### src/rtl/ir_pulse_pkg.sv
package ir_pulse_pkg;

  // Strobes the frame sequencer hands to the pulse datapath.
  typedef struct packed {
    logic pulseStart;  // open a transmit pulse on this clock
    logic txBusy;      // a transmit frame is in progress
  } irStrobe_t;

endpackage

### src/rtl/ir_pulse_ctrl.sv
module ir_pulse_ctrl
  import ir_pulse_pkg::*;
#(
  parameter int OVERSAMPLE = 16,
  parameter int FRAME_BITS = 10
) (
  input  logic      clk,
  input  logic      rstN,
  input  logic      enable,
  input  logic      tick16,
  input  logic      txData,
  output irStrobe_t strobe
);

  localparam int PHASE_W = $clog2(OVERSAMPLE);
  localparam int BIT_W   = $clog2(FRAME_BITS);

  logic               busy;
  logic [PHASE_W-1:0] phase;   // index of the next tick inside the bit
  logic [BIT_W-1:0]   bitIdx;  // bit of the frame currently on the line

  logic bitEdge;
  logic frameLast;
  logic startIdle;

  assign bitEdge   = tick16 && busy && (phase == '0);
  assign frameLast = (bitIdx == BIT_W'(FRAME_BITS - 1));
  assign startIdle = tick16 && !busy && !txData;

  always_comb begin
    strobe.pulseStart = enable && (startIdle || (bitEdge && !txData));
    strobe.txBusy     = busy;
  end

  always_ff @(posedge clk or negedge rstN) begin
    if (!rstN) begin
      busy   <= 1'b0;
      phase  <= '0;
      bitIdx <= '0;
    end else if (!enable) begin
      busy   <= 1'b0;
      phase  <= '0;
      bitIdx <= '0;
    end else if (tick16) begin
      if (!busy) begin
        if (!txData) begin
          busy   <= 1'b1;
          phase  <= PHASE_W'(1);
          bitIdx <= '0;
        end
      end else begin
        phase <= phase + PHASE_W'(1);
        if (phase == '0) begin
          if (frameLast) begin
            if (txData) busy <= 1'b0;
            bitIdx <= '0;
          end else begin
            bitIdx <= bitIdx + BIT_W'(1);
          end
        end
      end
    end
  end

  // a frame can only open on a tick that carries a 0 bit
  p_frame_opens_on_zero_r2 : assert property (@(posedge clk) disable iff (!rstN)
    $rose(busy) |-> $past(tick16 && !txData));

  // a disabled codec holds no frame
  p_no_frame_when_off_r10 : assert property (@(posedge clk) disable iff (!rstN)
    !enable |=> !busy);

endmodule

### src/rtl/ir_pulse_dp.sv
module ir_pulse_dp
  import ir_pulse_pkg::*;
#(
  parameter int OVERSAMPLE = 16,
  parameter int PRESC_W    = 8,
  parameter int PULSE_LEN  = 3
) (
  input  logic               clk,
  input  logic               rstN,
  input  logic               enable,
  input  logic               lowPower,
  input  logic [PRESC_W-1:0] prescale,
  input  logic               tick16,
  input  logic               irRxN,
  input  irStrobe_t          strobe,
  output logic               irTx,
  output logic               rxData
);

  localparam int LEN_W  = $clog2(PULSE_LEN + 1);
  localparam int HOLD_W = $clog2(OVERSAMPLE + 1);

  // ---------------- transmit pulse shaper ----------------
  logic [LEN_W-1:0]   periodsLeft;
  logic [PRESC_W-1:0] lpDiv;       // restartable slow-clock divider
  logic               lpStrobe;
  logic               lpAllowed;
  logic               stepNow;

  assign lpAllowed = (prescale != '0);
  assign lpStrobe  = (lpDiv == prescale - PRESC_W'(1));
  assign stepNow   = lowPower ? lpStrobe : tick16;

  always_ff @(posedge clk or negedge rstN) begin
    if (!rstN) begin
      irTx        <= 1'b0;
      periodsLeft <= '0;
      lpDiv       <= '0;
    end else if (!enable) begin
      irTx        <= 1'b0;
      periodsLeft <= '0;
      lpDiv       <= '0;
    end else if (strobe.pulseStart && (!lowPower || lpAllowed)) begin
      irTx        <= 1'b1;
      periodsLeft <= LEN_W'(PULSE_LEN - 1);
      lpDiv       <= '0;
    end else if (irTx) begin
      lpDiv <= lpStrobe ? '0 : lpDiv + PRESC_W'(1);
      if (stepNow) begin
        if (periodsLeft == '0) irTx <= 1'b0;
        else                   periodsLeft <= periodsLeft - LEN_W'(1);
      end
    end
  end

  // ---------------- receive synchronizer and filter ----------------
  logic               rxMeta;
  logic               rxSync;
  logic [PRESC_W-1:0] lowRun;
  logic [PRESC_W-1:0] acceptAt;
  logic               accept;
  logic [HOLD_W-1:0]  holdLeft;

  always_ff @(posedge clk or negedge rstN) begin
    if (!rstN) begin
      rxMeta <= 1'b1;
      rxSync <= 1'b1;
    end else begin
      rxMeta <= irRxN;
      rxSync <= rxMeta;
    end
  end

  assign acceptAt = (prescale == '0) ? '0 : prescale - PRESC_W'(1);
  assign accept   = !rxSync && (lowRun == acceptAt) && !strobe.txBusy;

  always_ff @(posedge clk or negedge rstN) begin
    if (!rstN) begin
      lowRun <= '0;
    end else if (!enable || strobe.txBusy || rxSync) begin
      lowRun <= '0;
    end else if (lowRun != '1) begin
      lowRun <= lowRun + PRESC_W'(1);
    end
  end

  always_ff @(posedge clk or negedge rstN) begin
    if (!rstN) begin
      rxData   <= 1'b1;
      holdLeft <= '0;
    end else if (!enable || strobe.txBusy) begin
      rxData   <= 1'b1;
      holdLeft <= '0;
    end else if (accept) begin
      rxData   <= 1'b0;
      holdLeft <= HOLD_W'(OVERSAMPLE);
    end else if (tick16 && (holdLeft != '0)) begin
      holdLeft <= holdLeft - HOLD_W'(1);
      if (holdLeft == HOLD_W'(1)) rxData <= 1'b1;
    end
  end

  // every transmit pulse is opened by the sequencer
  p_rise_from_start_r2 : assert property (@(posedge clk) disable iff (!rstN)
    $rose(irTx) |-> $past(strobe.pulseStart));

  // in normal mode a pulse can only end on a tick
  p_normal_ends_on_tick_r3 : assert property (@(posedge clk) disable iff (!rstN)
    enable && !lowPower && irTx && !tick16 |=> irTx);

  // a zero prescaler keeps the low-power transmitter dark
  p_lp_zero_dark_r5 : assert property (@(posedge clk) disable iff (!rstN)
    enable && lowPower && (prescale == '0) && !irTx |=> !irTx);

  // the decoded line only falls after a low receive sample
  p_fall_needs_low_r7 : assert property (@(posedge clk) disable iff (!rstN)
    $fell(rxData) |-> !$past(rxSync));

  // receive path locked out during a transmit frame
  p_lockout_r9 : assert property (@(posedge clk) disable iff (!rstN)
    strobe.txBusy |=> rxData);

  // disabled codec idles both pins
  p_idle_when_off_r10 : assert property (@(posedge clk) disable iff (!rstN)
    !enable |=> !irTx && rxData);

endmodule

### src/rtl/ir_pulse_codec.sv
module ir_pulse_codec
  import ir_pulse_pkg::*;
#(
  parameter int OVERSAMPLE = 16,
  parameter int FRAME_BITS = 10,
  parameter int PRESC_W    = 8,
  parameter int PULSE_LEN  = 3
) (
  input  logic               clk,
  input  logic               rstN,
  input  logic               enable,
  input  logic               lowPower,
  input  logic [PRESC_W-1:0] prescale,
  input  logic               tick16,
  input  logic               txData,
  input  logic               irRxN,
  output logic               irTx,
  output logic               rxData
);

  irStrobe_t strobe;

  ir_pulse_ctrl #(
    .OVERSAMPLE (OVERSAMPLE),
    .FRAME_BITS (FRAME_BITS)
  ) u_ctrl (
    .clk    (clk),
    .rstN   (rstN),
    .enable (enable),
    .tick16 (tick16),
    .txData (txData),
    .strobe (strobe)
  );

  ir_pulse_dp #(
    .OVERSAMPLE (OVERSAMPLE),
    .PRESC_W    (PRESC_W),
    .PULSE_LEN  (PULSE_LEN)
  ) u_dp (
    .clk      (clk),
    .rstN     (rstN),
    .enable   (enable),
    .lowPower (lowPower),
    .prescale (prescale),
    .tick16   (tick16),
    .irRxN    (irRxN),
    .strobe   (strobe),
    .irTx     (irTx),
    .rxData   (rxData)
  );

endmodule

### config.mk
export PLATFORM = sky130hd
export DESIGN_NAME = ir_pulse_codec
export DESIGN_NICKNAME = d
export VERILOG_FILES = /design/src/rtl/ir_pulse_pkg.sv /design/src/rtl/ir_pulse_ctrl.sv /design/src/rtl/ir_pulse_dp.sv /design/src/rtl/ir_pulse_codec.sv
export SDC_FILE = /design/constraint.sdc
export NUM_CORES = 1
export LEC_CHECK = 0
export ABC_CLOCK_PERIOD_IN_PS = 2200
export BUFFER_PORTS_ARGS = -buffer_cell sky130_fd_sc_hd__buf_2
export CAP_MARGIN = 0
export CORE_MARGIN = 4
export CORE_UTILIZATION = 60
export DETAILED_ROUTE_END_ITERATION = 7
export PLACE_DENSITY = 0.88
export SLEW_MARGIN = 40
export SYNTH_ARGS = -nofsm -noshare
export SYNTH_HDL_FRONTEND = slang
export SYNTH_SLANG_ARGS = --single-unit
### constraint.sdc
create_clock -name clk -period 2.2 [get_ports clk]
set_input_delay 0.22 -clock clk [delete_from_list [all_inputs] [get_ports clk]]
set_output_delay 0.22 -clock clk [all_outputs]
set_load 0.01 [all_outputs]
==> flow_summary.yaml, run 1 <==
drt:
  wl_met1_um: 2300
  post-route-drc-count: 0
  wl_met2_um: 2410
  wl_met3_um: 293
  drtPass1Iterations: 4
  ant_nets: 0
  avgRoutedWirePerCell_um: 15.0
  drtIter0Drc: 168
  via_count: 2079
  routed_wl_um: 5090
  via_per_inst: 6.11
  highest_layer: "met4"
synth:
  ys_ff_latch: 36
  synth_edf_count: 0
  synth_top_area_share_pct: 33.8
  postSynth.asyncResetShare_pct: 100
  ys_seq_area_share_pct: 37.0
  syn_nets: 293
  syn_area_um2: 2440
  synth_largest_area_cell: "dfrtp_1"
  yosysWarnings: 0
  ys_types: 59
  syn_avg_cell_area_um2: 9.16
  syn_inst: 267
  synth_area_leaders: "dfrtp_1 (34%), ha_1 (5.6%), nor2_1 (4.6%), xnor2_1 (3.6%), dfstp_2 (3.2%)"
  ys.flop_type: "dfrtp_1"
sta:
  slew_viol_final: 0
  slew_headroom_pct: 68.6
  hold_viol: 0
  fin_crit_ps: 2010
  timing.final.crit_share_pct: 91.4
  fin_skew_ps: 5.53
  rsz0062_at_grt: "false"
  max_freq_mhz: 497
  finalSetupViolations: 0
  tightest_slew_ps: 470
power:
  total_power_mw: 1.78
  pwr_density_cell_nw_per_um2: 656
  p_leak_nw: 1.20
  ir_drop_uv: 526
  clkPwrFrac_pct: 27.6
  switching_share_pct: 33.3
  switching_power_mw: 0.593
  seqPwrFrac_pct: 44.4
  intPower_mw: 1.19
  power_frac_comb_pct: 28.0
grt:
  grt_pass1_wl_um: 8910
  grt_pass1_vias: 2048
  overflow: 0
  track_usage_pct: 21.5
  grt_max_degree: 37
  antenna_found_initial: 0
critical_path:
  worstPathRequired_ps: 2360
  start_kind: "primary input"
  cp_data_arrival_time_ps: 2170
  crit_chain: "buf_2 -> inv_1 -> ha_1 -> nor4b_2 -> and2_1 -> xnor2_1 -> o32a_1 -> o32ai_1 -> a311o_1 -> a211oi_2"
  path_delay_family: "compound AO/OA/AOI/OAI gates"
  slowest_delay_ps: 360
  crit_type: "primary input to flop"
  crit-reg2reg-launch: "u_dp.lpDiv[5]$_DFFE_PN0P_"
  cpMaxStageDelayCell: "o32a_1"
  ff2ff_path_depth: 6
  r2r_end: "u_dp.lpDiv[6]$_DFFE_PN0P_"
  r2r_slack_ps: 260
  critPathCaptureType: "flop"
  crit_fanout: 4
  crit_buf_inv: 2
finish:
  antenna-diode-count: 0
  final_nets: 317
  utilization_pct: 71.4
  fill_cells: 302
  area_delta_synth_final_pct: 11.0
  layout-drive-gt1-share_pct: 15.1
floorplanning:
  die_x_um: 71.8
  top_level_ports: 17
  dieArea_um2: 5160
  start_util_pct: 64.4
  rows: 22
  core-area_um2: 3800
  die_height_um: 71.8
hold_path:
  hold_end: "u_dp.rxMeta$_DFF_PN1_"
  min_from: "irRxN"
  hold_class: "primary input to flop"
  whs_path_depth: 1
placed_design:
  portBuffers: 16
  gp_congestion: 0.831
  hpwl_um: 3690
status:
  outcome: "completed"
clocking:
  clk_pin_slew_ps: 70
  cts.sinks: 36
  cts_root_buf: "clkbuf_8"
  htree_levels: 2
  cts_max_path_buffers: 2
  ctsResizeCount: 0
  hold_buffers: 0
  cts_setup_buffers: 0
  numCtsBuffers: 5
  clock_latency_ps: 290
  cts_tree: "done"
flow_run:
  drv_cap: 0
## per-stage QoR
step	std cells	area [µm²]	TNS, ps	hold WS (ps)	worst slack, ps
2_1_floorplan	267	2440	0	-75.6	262
3_3_place_gp	331	2610	0	326	4.19
3_5_place_dp	331	2610	-679	327	-89.1
4_1_cts	339	2700	0	15.0	194
5_1_grt	340	2710	0	9.88	24.9
6_report	340	2710	0	18.9	189
## worst max path at each step
stage                            from                            to  slack (ps)  cells after the start
after CTS                 prescale[0]  u_dp.holdLeft[1]$_DFFE_PN0P_         190                     10
final                     prescale[0]  u_dp.holdLeft[1]$_DFFE_PN0P_         190                     10
after global placement    prescale[0]  u_dp.holdLeft[1]$_DFFE_PN0P_           4                     10
after floorplan           prescale[0]  u_dp.holdLeft[1]$_DFFE_PN0P_         260                      9
after global routing      prescale[0]     u_dp.lpDiv[4]$_DFFE_PN0P_          20                     11
after detailed placement  prescale[0]  u_dp.holdLeft[1]$_DFFE_PN0P_         -90                     10
## metal layers
| layer | vias to the layer above | track usage [%] |
|---|---|---|
| li1 | 1012 | - |
| met1 | 997 | 27.3 |
| met2 | 61 | 36.4 |
| met3 | 9 | 4.49 |
| met4 | 0 | 7.52 |
| met5 | - | 0 |
## logic make-up (layout without fill, tap and decap cells)
group | after synthesis | after routing | synth area share [%]
xor gates and xnor gates | 22 | 22 | 9.62
and+or+nand+nor | 105 | 105 | 23.3
DFF | 36 | 36 | 37.0
buffers and inverters | 23 | 48 | 3.84
adders and majority gates | 11 | 11 | 5.63
muxes | 6 | 6 | 2.51
AOI/OAI and AO/OA | 64 | 64 | 18.1
## cell usage after synthesis (2+ instances only)
library cell	n
inv_1	15
buf_2	3
and2_1	2
a21oi_1	14
nor3b_1	4
xor2_1	9
dfrtp_1	33
ha_1	11
nand4b_1	2
o21ai_1	7
nand4_1	2
xnor3_1	2
o32a_1	2
and3_1	10
o21ai_0	9
and4_1	2
a22oi_1	4
nor2_1	30
a211o_1	2
a21boi_0	2
nor2b_1	2
clkbuf_1	4
nor3_1	6
a21o_1	2
nor3_2	2
a21boi_1	3
a311oi_1	2
dfstp_2	3
nand2b_1	4
or3_1	2
nand3b_1	2
a32o_1	3
nand3_1	12
mux2i_1	5
xnor2_1	10
nand2_1	17
## power by group through the flow
stage                     Clock [mW]  Combinational, mW  Sequential, mW
after floorplan                    0              0.390           0.777
after global placement             0              0.478           0.799
after detailed placement           0              0.498           0.800
after CTS                      0.500              0.501           0.789
after global routing           0.526              0.567           0.800
final                          0.491              0.499           0.790
## state kept, by name, summed over array words and instances, names as in the netlist
| name | flops |
|---|---|
| u_ctrl.busy | 1 |
| u_dp.periodsLeft | 2 |
| u_ctrl.phase | 4 |
| u_dp.irTx | 1 |
| u_dp.rxMeta | 1 |
| u_dp.rxData | 1 |
| u_dp.holdLeft | 5 |
| u_dp.lowRun | 8 |
| u_ctrl.bitIdx | 4 |
| u_dp.rxSync | 1 |
| u_dp.lpDiv | 8 |
## final cells by class
class	instances	area, µm²	area share [%]
well taps	48	60.1	2.21
inverters	15	56.3	2.07
repair buffers	25	153	5.62
clock inverters	1	7.51	0.277
flip-flops and latches	36	905	33.3
multi-input cells	208	1450	53.3
clock buffers	7	86.3	3.18
## cells in the final DEF, fill, tap and decap left out, types with 2 or more instances in the layout
cell type,count
a211o_1,2
a21boi_0,2
a21boi_1,3
a21o_1,2
a21oi_1,14
a22oi_1,4
a311oi_1,2
a32o_1,3
and2_1,2
and3_1,10
and4_1,2
buf_2,15
buf_4,9
clkbuf_8,6
dfrtp_1,33
dfstp_2,3
ha_1,11
inv_1,15
mux2i_1,5
nand2_1,17
nand2b_1,4
nand3_1,12
nand3b_1,2
nand4_1,2
nand4b_1,2
nor2_1,30
nor2b_1,2
nor3_1,6
nor3_2,2
nor3b_1,4
o21ai_0,9
o21ai_1,7
o32a_1,2
or3_1,2
xnor2_1,10
xnor3_1,2
xor2_1,9
No activity file was read; power rests on OpenSTA's default activity.
==> run 2: changes to the inputs <==
--- a/config.mk
+++ b/config.mk
@@ -12,4 +12,5 @@
 export CORE_UTILIZATION = 60
 export DETAILED_ROUTE_END_ITERATION = 7
+export HOLD_SLACK_MARGIN = 0.1
 export PLACE_DENSITY = 0.88
 export SLEW_MARGIN = 40
==> constraint.sdc (replaced) <==
create_clock -name clk -period 2.2 [get_ports clk]
set_input_delay 0.22 -clock clk [delete_from_list [all_inputs] [get_ports clk]]
set_output_delay 0.22 -clock clk [all_outputs]
set_load 0.02 [all_outputs]
==> run 2 against run 1 <==
  * Clock power about the same
  * Worst setup slack is essentially flat
  * Sequential share of layout area is 0.12 points lower
  * Critical endpoint unchanged
  * Maximum frequency about the same
  * Combinational power is essentially flat
  * Core utilization increased by 0.26 points
  * Power increased by 0.16%
  * Highest routed layer unchanged
  * Design area grew 0.37%
  * Hold slack better by 170 ps
  * Clock-buffer cell count did not move
  * Flip-flop and latch count unchanged
  * Die area is the same
==> flow_summary.yaml, run 2 (synthesis results as in run 1) <==
critical_path:
  path_delay_family: "compound AO/OA/AOI/OAI gates"
  ff2ff_path_depth: 6
  crit_buf_inv: 2
  crit_chain: "buf_2 -> inv_1 -> ha_1 -> nor4b_2 -> and2_1 -> xnor2_1 -> o32a_1 -> o32ai_1 -> a311o_1 -> a211oi_2"
  worstPathRequired_ps: 2360
  crit_type: "primary input to flop"
  cpMaxStageDelayCell: "o32a_1"
  critPathCaptureType: "flop"
  start_kind: "primary input"
  worst-path-stages: 10
  cp_data_arrival_time_ps: 2170
  crit_fanout: 4
  r2r_end: "u_dp.lpDiv[6]$_DFFE_PN0P_"
  crit_end: "u_dp.holdLeft[1]$_DFFE_PN0P_"
  cp-startpoint: "prescale[0]"
  crit-reg2reg-launch: "u_dp.lpDiv[5]$_DFFE_PN0P_"
  slowest_delay_ps: 360
  r2r_slack_ps: 250
clocking:
  htree_levels: 2
  cts_max_path_buffers: 2
  cts_setup_buffers: 0
  cts_root_buf: "clkbuf_8"
  hold_buffers: 2
  cts_tree: "done"
  numCtsBuffers: 5
  ctsResizeCount: 0
  clk_pin_slew_ps: 70
  clock_latency_ps: 290
  cts.sinks: 36
drt:
  avgRoutedWirePerCell_um: 15.0
  routed_wl_um: 5120
  via_per_inst: 6.13
  drtIter0Drc: 189
  drtPass1Iterations: 4
  post-route-drc-count: 0
  via_count: 2091
  ant_nets: 0
floorplanning:
  die_x_um: 71.8
  top_level_ports: 17
  start_util_pct: 64.4
  dieArea_um2: 5160
  rows: 22
  die_height_um: 71.8
  core-area_um2: 3800
power:
  total_power_mw: 1.78
  pwr_density_cell_nw_per_um2: 655
  p_leak_nw: 1.20
  ir_drop_uv: 526
finish:
  fill_cells: 301
  regArea_um2: 905
  final_cell_mix: "dfrtp_1 (33), nor2_1 (30), nand2_1 (17), inv_1 (15), buf_2 (15)"
  antenna-diode-count: 0
  multi_input_area_um2: 1450
  final_common_cell: "dfrtp_1"
  layout-drive-gt1-share_pct: 15.0
  area_delta_synth_final_pct: 11.4
  reg.largest.list: "u_dp.lowRun (8), u_dp.lpDiv (8), u_dp.holdLeft (5)"
  final_nets: 318
sta:
  timing.final.crit_share_pct: 91.4
  finalSetupViolations: 0
  tightest_slew_ps: 470
  slew_viol_final: 0
  max_freq_mhz: 497
  finalSetupTns_ps: 0
  slew_headroom_pct: 68.6
  fin_crit_ps: 2010
  rsz0062_at_grt: "false"
  fin_skew_ps: 5.41
  hold_viol: 0
flow_run:
  drv_cap: 0
placed_design:
  portBuffers: 16
  hpwl_um: 3690
  gp_congestion: 0.831
grt:
  grt_pass1_wl_um: 8940
  grt_pass1_vias: 2053
  antenna_found_initial: 0
  track_usage_pct: 21.6
  grt_max_degree: 37
  overflow: 0
hold_path:
  min_from: "enable"
  hold_class: "primary input to flop"
status:
  outcome: "completed"
## run 2: cell types whose count changed in the layout (fill, tap and decap cells not counted)
cell,previous run,this run
dlygate4sd3_1,1,2
## run 2: worst min-delay path by stage
stage                                      end  slack [ps]  cells after the start
3_3_place_gp             u_dp.rxMeta$_DFF_PN1_         330                      1
4_1_cts        u_dp.periodsLeft[1]$_DFFE_PN0P_         170                      2
5_1_grt        u_dp.periodsLeft[1]$_DFFE_PN0P_         190                      2
3_5_place_dp             u_dp.rxMeta$_DFF_PN1_         330                      1
6_report       u_dp.periodsLeft[1]$_DFFE_PN0P_         190                      2
2_1_floorplan     u_ctrl.bitIdx[0]$_DFFE_PN0P_         -80                      0
## run 2: routing by layer
layer | track usage, % | part of all wire (%) | up-vias
li1 | - | - | 1014
met1 | 27.4 | 46 | 1008
met2 | 36.6 | 48 | 62
met3 | 4.49 | 5.5 | 7
met4 | 7.52 | 1.3 | 0
met5 | 0 | 0 | -
## run 2: through the flow
stage	worst slack (ps)	std cells	utilization [%]	area (µm²)	hold WS [ps]
finish	190	341	71.7	2720	188
global route	24.9	341	71.7	2720	195
CTS	194	341	71.6	2720	175
detailed placement	-89.1	331	68.6	2610	327
global placement	4.19	331	68.6	2610	326
floorplan	262	267	-	2440	-75.6
## run 2: where the power goes
part	internal, mW	leakage (nW)	switching [mW]	total, mW
clock	0.254	0.0445	0.237	0.492
combinational	0.215	0.671	0.286	0.501
sequential	0.719	0.486	0.0713	0.790
total	1.19	1.20	0.595	1.78
## run 2: cell type report
cell class | count | area share (%)
Sequential cell | 36 | 33.2
Multi-Input combinational cell | 208 | 53.1
Timing Repair Buffer | 26 | 5.97
Inverter | 15 | 2.07
Clock buffer | 7 | 3.17
Tap cell | 48 | 2.20
Clock inverter | 1 | 0.276
